==> config.mk <==
export PLATFORM = sky130hd
export DESIGN_NAME = varint16_codec
export DESIGN_NICKNAME = d
export VERILOG_FILES = /design/src/rtl/vint16_pkg.sv /design/src/rtl/vint16_enc.sv /design/src/rtl/vint16_dec.sv /design/src/rtl/varint16_codec.sv
export SDC_FILE = /design/constraint.sdc
export NUM_CORES = 1
export LEC_CHECK = 0
export BUFFER_PORTS_ARGS = -buffer_cell sky130_fd_sc_hd__clkbuf_2
export CORE_UTILIZATION = 56
export CTS_BUF_LIST = sky130_fd_sc_hd__clkbuf_16
export DETAILED_ROUTE_END_ITERATION = 7
export HOLD_SLACK_MARGIN = 0.08
export MAX_ROUTING_LAYER = met4
export PLACE_DENSITY = 0.86
export SYNTH_ARGS = -nofsm -noshare
export SYNTH_HDL_FRONTEND = slang
export SYNTH_HIERARCHICAL = 1
export SYNTH_SLANG_ARGS = --single-unit
==> constraint.sdc <==
create_clock -name clk -period 3.8 [get_ports clk]
set_input_delay 0.76 -clock clk [delete_from_list [all_inputs] [get_ports clk]]
set_output_delay 0.76 -clock clk [all_outputs]
set_load 0.02 [all_outputs]
==> src/rtl/vint16_pkg.sv <==
package vint16_pkg;

    localparam int VAL_W     = 16;
    localparam int BYTE_W    = 8;
    localparam int GRP_W     = BYTE_W - 1;
    localparam int MAX_BYTES = (VAL_W + GRP_W - 1) / GRP_W;
    localparam int TOP_W     = VAL_W - 2 * GRP_W;
    localparam int CNT_W     = $clog2(MAX_BYTES + 1);

    typedef logic [VAL_W-1:0]  val_t;
    typedef logic [BYTE_W-1:0] byte_t;
    typedef logic [CNT_W-1:0]  cnt_t;

    typedef enum logic [1:0] {
        POS_LOW = 2'd0,
        POS_MID = 2'd1,
        POS_TOP = 2'd2
    } pos_e;

    typedef struct packed {
        logic valid;
        logic err;
        val_t value;
    } dec_res_t;

    // number of bytes a value needs
    function automatic cnt_t enc_count(input val_t v);
        if (v[VAL_W-1 -: TOP_W] != '0)
            return cnt_t'(3);
        else if (v[2*GRP_W-1 -: GRP_W] != '0)
            return cnt_t'(2);
        else
            return cnt_t'(1);
    endfunction

    // byte at position idx; more sets the continuation flag
    function automatic byte_t enc_byte(input val_t v, input cnt_t idx, input logic more);
        case (idx)
            cnt_t'(0): return {more, v[GRP_W-1:0]};
            cnt_t'(1): return {more, v[2*GRP_W-1 -: GRP_W]};
            default:   return {{(BYTE_W-TOP_W){1'b0}}, v[VAL_W-1 -: TOP_W]};
        endcase
    endfunction

endpackage

==> src/rtl/vint16_enc.sv <==
module vint16_enc
    import vint16_pkg::*;
(
    input  logic  clk,
    input  logic  rst,
    input  logic  in_valid,
    input  val_t  in_value,
    output logic  in_ready,
    output logic  out_valid,
    output byte_t out_byte,
    output logic  out_last,
    input  logic  out_ready
);

    val_t val_q;
    logic busy_q;
    cnt_t idx_q;
    cnt_t cnt_q;

    assign in_ready  = !busy_q;
    assign out_valid = busy_q;
    assign out_last  = busy_q && (idx_q == cnt_q - cnt_t'(1));
    assign out_byte  = enc_byte(val_q, idx_q, !out_last);

    always_ff @(posedge clk) begin
        if (rst) begin
            busy_q <= 1'b0;
            idx_q  <= '0;
            cnt_q  <= cnt_t'(1);
            val_q  <= '0;
        end else if (!busy_q && in_valid) begin
            val_q  <= in_value;
            cnt_q  <= enc_count(in_value);
            idx_q  <= '0;
            busy_q <= 1'b1;
        end else if (busy_q && out_ready) begin
            if (out_last)
                busy_q <= 1'b0;
            else
                idx_q <= idx_q + cnt_t'(1);
        end
    end

endmodule

==> src/rtl/vint16_dec.sv <==
module vint16_dec
    import vint16_pkg::*;
(
    input  logic  clk,
    input  logic  rst,
    input  logic  in_valid,
    input  byte_t in_byte,
    output logic  out_valid,
    output val_t  out_value,
    output logic  out_error
);

    pos_e     pos_q, pos_n;
    val_t     acc_q, acc_n;
    logic     fin, bad;
    dec_res_t res_q;

    always_comb begin
        pos_n = pos_q;
        acc_n = acc_q;
        fin   = 1'b0;
        bad   = 1'b0;
        case (pos_q)
            POS_LOW: begin
                acc_n = {{(VAL_W-GRP_W){1'b0}}, in_byte[GRP_W-1:0]};
                if (in_byte[BYTE_W-1]) pos_n = POS_MID;
                else                   fin   = 1'b1;
            end
            POS_MID: begin
                acc_n = {{TOP_W{1'b0}}, in_byte[GRP_W-1:0], acc_q[GRP_W-1:0]};
                if (in_byte[BYTE_W-1]) begin
                    pos_n = POS_TOP;
                end else begin
                    fin = 1'b1;
                    bad = (in_byte[GRP_W-1:0] == '0);
                end
            end
            default: begin
                acc_n = {in_byte[TOP_W-1:0], acc_q[2*GRP_W-1:0]};
                fin   = 1'b1;
                bad   = (in_byte[BYTE_W-1:TOP_W] != '0) || (in_byte[TOP_W-1:0] == '0);
            end
        endcase
        if (fin) pos_n = POS_LOW;
    end

    always_ff @(posedge clk) begin
        if (rst) begin
            pos_q <= POS_LOW;
            acc_q <= '0;
            res_q <= '0;
        end else begin
            res_q.valid <= in_valid && fin;
            res_q.err   <= in_valid && fin && bad;
            res_q.value <= (in_valid && fin && !bad) ? acc_n : '0;
            if (in_valid) begin
                pos_q <= pos_n;
                acc_q <= acc_n;
            end
        end
    end

    assign out_valid = res_q.valid;
    assign out_value = res_q.value;
    assign out_error = res_q.err;

endmodule

==> src/rtl/varint16_codec.sv <==
module varint16_codec
    import vint16_pkg::*;
(
    input  logic        clk,
    input  logic        rst,
    input  logic        enc_in_valid,
    input  logic [15:0] enc_in_value,
    output logic        enc_in_ready,
    output logic        enc_out_valid,
    output logic [7:0]  enc_out_byte,
    output logic        enc_out_last,
    input  logic        enc_out_ready,
    input  logic        dec_in_valid,
    input  logic [7:0]  dec_in_byte,
    output logic        dec_out_valid,
    output logic [15:0] dec_out_value,
    output logic        dec_out_error
);

    vint16_enc u_enc (
        .clk       (clk),
        .rst       (rst),
        .in_valid  (enc_in_valid),
        .in_value  (enc_in_value),
        .in_ready  (enc_in_ready),
        .out_valid (enc_out_valid),
        .out_byte  (enc_out_byte),
        .out_last  (enc_out_last),
        .out_ready (enc_out_ready)
    );

    vint16_dec u_dec (
        .clk       (clk),
        .rst       (rst),
        .in_valid  (dec_in_valid),
        .in_byte   (dec_in_byte),
        .out_valid (dec_out_valid),
        .out_value (dec_out_value),
        .out_error (dec_out_error)
    );

endmodule

* Word level (Yosys, flattened, before mapping)
Index checks and enable logic that the tools add are counted.
** Storage, ports and cells
- Input port bits :: 29
- Register bits after elaboration :: 55
** Cells by class
- Eq/ne operators :: 5
- Bitwise gates (word level) :: 2
- Multiplexer cells :: 15
- $add $sub $neg :: 2
- Reductions and logical operators :: 26
** Operators with widths (count)
- 16-bit one-hot mux with 2 select lines :: 1
- 8-bit one-hot mux with 2 select lines :: 1
- 2-bit two-way mux :: 5
- 7-bit zero test :: 1
- 7-bit nonzero test :: 1
- 1-bit logical AND :: 6
- 2-bit zero test :: 3
- 1-bit two-way mux :: 6
- 3-bit by 2-bit != test with 1-bit output (second input constant) :: 2
- 2-bit nonzero test :: 3
- 6-bit nonzero test :: 1
- 2-bit OR reduction :: 3
- 2-bit by 1-bit == test with 1-bit output (second input constant) :: 2
- 2-bit one-hot mux with 2 select lines :: 1
- 2-bit AND reduction :: 2
- 4-bit AND reduction :: 1
- 1-bit zero test :: 3
- 3-bit nonzero test :: 1
- 2-bit by 1-bit adder with 2-bit output (second input constant) :: 1
- 2-bit == test :: 1
- 1-bit NOT :: 2
- 1-bit one-hot mux with 2 select lines :: 1
- 2-bit by 1-bit subtractor with 2-bit output (second input constant) :: 1
- 1-bit logical OR :: 1

* Longest topological paths before layout
- Depth in word-level cells :: 7
- Depth in mapped cells :: 6
- Mapped depth without buffers :: 5

* By module
Netlist, hierarchy kept.
** By module, submodules not included
- vint16_dec :: area each 1337.5 um^2, cells an instance 129, seq. area each 680.7 um^2, instances 1
- vint16_enc :: area each 957.2 um^2, cells an instance 122, seq. area each 420.4 um^2, instances 1

* Worst setup path before layout
No wires, ideal clock.
- Path type :: reg2out
- From :: reg u_enc.cnt_q[1]
- To :: out enc_out_byte[7]
- Cell stages (with the launch flop) :: 5
- Arrival time :: 1.433 ns
- Setup slack :: 1.607 ns
- Cell sequence :: dfxtp_1 > xnor2_1 > mux2_2 > nor2_1 > nor2_1
** Between the ends
- Cells in the longest elaborated chain, start to end :: 5
** RTL lines
- start, declared :: RTL line vint16_enc.sv:18 : cnt_t cnt_q;
- start signal, assigned :: RTL line vint16_enc.sv:29 : cnt_q <= cnt_t'(1);
- start signal, assigned :: RTL line vint16_enc.sv:33 : cnt_q <= enc_count(in_value);
- 2-bit by 1-bit subtractor with 2-bit output :: RTL line vint16_enc.sv:22 : assign out_last = busy_q && (idx_q == cnt_q - cnt_t'(1));
- 2-bit == test :: RTL line vint16_enc.sv:22
- 1-bit logical AND :: RTL line vint16_enc.sv:22
- named net enc_out_last :: RTL line varint16_codec.sv:11 : output logic enc_out_last,
- 1-bit zero test :: RTL line vint16_enc.sv:23 : assign out_byte = enc_byte(val_q, idx_q, !out_last);
- 8-bit one-hot mux with 2 select lines :: RTL line vint16_pkg.sv:38 : case (idx)
- end, declared :: RTL line varint16_codec.sv:10 : output logic [7:0] enc_out_byte,
The timed path passes the listed nets, and every way through them passes these cells.

* Worst setup path after layout
- From :: reg u_enc.idx_q[1]
- To :: out enc_out_byte[7]
** Between the ends
- Cells in the longest elaborated chain, start to end :: 4
- Elaborated cells between the ends (all ways) :: 6
- Classes of those cells :: eq/ne (2); mux (1); reduce/logical (3)
** RTL lines
- start, declared :: RTL line vint16_enc.sv:17 : cnt_t idx_q;
- start signal, assigned :: RTL line vint16_enc.sv:40 : idx_q <= idx_q + cnt_t'(1);
- 2-bit == test :: RTL line vint16_enc.sv:22
- 1-bit logical AND :: RTL line vint16_enc.sv:22
- 1-bit zero test :: RTL line vint16_enc.sv:23
- 8-bit one-hot mux with 2 select lines * :: RTL line vint16_pkg.sv:38
Mark *: on every way between the ends. The rest lies on a longest branch, timed or not.

==> flow_summary.ini <==
[clocking]
cts_tree = built
post_cts_buffers = 0
clock_sinks = 55
h-tree-depth = 2
root_buffer = clkbuf_16
cts_made_buffers = 5
cts_buffer_depth = 2
insertion_delay_ps = 280
cts_hold_buf = 0
cts_resized = 0
path_clk_slew_ps = 60

[timing]
drv_slew = 0
fin_setup_tns_ps = 0
period_share_pct = 63.3
worst_pin_slew_ps = 1150
hold_viol = 0
skew_ps = 3.12
relSlewSlack_pct = 23.0
setup_ws_ps = 1400
max_freq_ghz = 0.416
rsz0062_at_grt = false
finalSetupViolCount = 0
layout_min_cycle_time_ps = 2400

[place]
portBuffers = 57
place.gp.congestion = 0.790
pre_cts_ws_ps = 1320
dp_hpwl_mm = 3.46
place_inst = 339

[layout]
stdcell_count = 347
mostFrequentLayoutCell = clkbuf_2
final_core_util_pct = 71.7
antenna_cells = 0
final_cell_mix = clkbuf_2 (57), dfxtp_1 (55), nand2_1 (44)
synthToLayoutAreaGrowth_pct = 18.7
drive_gt1_share_pct = 25.4
final_nets = 329

[logic_synthesis]
synthCells = 251
ys_ff_latch = 55
synth_area_sq_um = 2290
synthArstFlopShare_pct = 0
avgSynthCellArea_sq_um = 9.14
synth-main-ff-cell = dfxtp_1
seq_area_frac_synth_pct = 48.0
synth_fp_nets = 282
yosysUniqueCellTypes = 38
yosys_warnings = 6
synth_edf_count = 0

[power]
p_per_area_nw_per_um2 = 463
cellLeakagePower_uw = 0.00116
ir_worst_vdd_mv = 0.392

[min_path]
hp-class = flip-flop to flip-flop
hold_path_end = u_enc/val_q[8]
worstHoldPathCells = 2
min_from = u_enc/val_q[8]

[floorplanning]
chipWidth_um = 66.0
die_height_um = 66.0
rows = 22
ios = 58
core_area_sq_um = 3800
start_util_pct = 60.4
dieArea_sq_um = 4360

[critical_path]
regToRegStartpoint = u_dec/pos_q[1]
critPathCaptureType = primary output
crit_type = flip-flop to primary output
startpoint_type = flip-flop
r2r_cells = 2
critPathRequiredTime_ps = 3040
crit_fanout = 4
arrival_ps = 1640
r2r-end = u_dec/out_error
rrSetupSlack_ps = 1870

[routing]
viasPerCell = 5.60
drtPass1Iterations = 4
drtIter0Drc = 190
wl_mm = 4.96
avgRoutedWirePerCell_um = 14.3
ant_nets = 0
drc = 0
routed-via-count = 1943

[global_route]
grt_pass1_wl_mm = 8.04
grt_pass1_vias = 1731
grt_usage_pct = 25.4
overflow = 0
antenna_found_initial = 0
grt_max_degree = 38

[flow_run]
drv_cap = 0

[run_status]
status = finished, final reports clean
## layout make-up
type	instances	area (sq um)
sequential	55	1100
multi-input combinational	172	1080
fill	292	1070
timing repair buffer	59	300
clock buffer	5	125
tap	48	60.1
clock inverter	3	38.8
inverter	5	18.8
## worst max path at each step
stage,startpoint,to,slack (ps),cells after the start
floorplan,u_enc/cnt_q[1],enc_out_byte[7],1610,4
global placement,rst,u_dec/out_error,1310,4
detailed placement,rst,u_dec/out_error,1320,4
CTS,u_enc/idx_q[1],enc_out_byte[7],1390,5
global route,u_enc/idx_q[1],enc_out_byte[7],1300,5
finish,u_enc/idx_q[1],enc_out_byte[7],1400,5
## where the power goes
part | internal [uW] | switching (uW)
clock | 307 | 188
sequential | 603 | 16.6
combinational | 55.5 | 90.6
## state kept, by name, summed over array words and instances (netlist names)
| signal | cells |
|---|---|
| u_dec/out_value | 16 |
| u_enc/val_q | 16 |
| u_dec/acc_q | 14 |
| u_dec/pos_q | 2 |
| u_enc/cnt_q | 2 |
| u_enc/idx_q | 2 |
| u_dec/out_error | 1 |
| u_dec/out_valid | 1 |
| u_enc/out_valid | 1 |
## cell families after synthesis
group | count (synthesis) | share of synthesized area [%]
AO/OA/AOI/OAI | 69 | 22.1
XOR/XNOR | 1 | 0.382
adder cells (fa/ha/maj) | 2 | 1.09
buffers and inverters | 24 | 4.96
flip-flops | 55 | 48.0
multiplexers | 10 | 4.42
AND/OR/NAND/NOR | 90 | 19.1
## critical path: stages, from the launching register on
cell	delay (ps)
dfxtp_1	340
xnor2_1	260
mux2_2	420
nor2_1	140
nor2_1	60
clkbuf_2	150
## cells in the mapped netlist, types with 2 or more instances
cell / count / area (sq um)
a22oi_1: 9 / 67.6
nor4_4: 2 / 42.5
a221oi_2: 3 / 45.0
nor2_1: 24 / 90.1
inv_1: 5 / 18.8
nand2b_1: 4 / 25.0
a21oi_1: 18 / 90.1
nor3_1: 2 / 10.0
a221oi_1: 4 / 35.0
a211oi_1: 15 / 113
buf_6: 2 / 22.5
nor3b_1: 2 / 15.0
clkbuf_1: 8 / 30.0
a22o_1: 5 / 43.8
and4_1: 2 / 17.5
nor2b_1: 4 / 25.0
mux2i_1: 9 / 90.1
buf_1: 2 / 7.51
nand2_1: 44 / 165
ha_1: 2 / 25.0
o21ai_0: 8 / 40.0
dfxtp_1: 55 / 1100
buf_2: 7 / 35.0
## per-layer routing
layer / global-route usage [%] / up-vias / routed length, um / part of all wire (%)
met1: 31.2 / 897 / 2190 / 44
met4: 10.6 / 0 / 65 / 1.3
met3: 6.90 / 6 / 292 / 5.9
met2: 39.3 / 67 / 2410 / 49
li1: - / 973 / - / -
met5: - / - / 0 / 0
## per-stage QoR
step	total power (uW)	hold slack, ps	area, sq um
final	1260	457	2720
after global routing	1320	473	2720
after CTS	1270	457	2720
after detailed placement	776	448	2560
after global placement	772	443	2560
after floorplan	726	436	2290
Note: power is estimated with default switching activity, not from simulation.
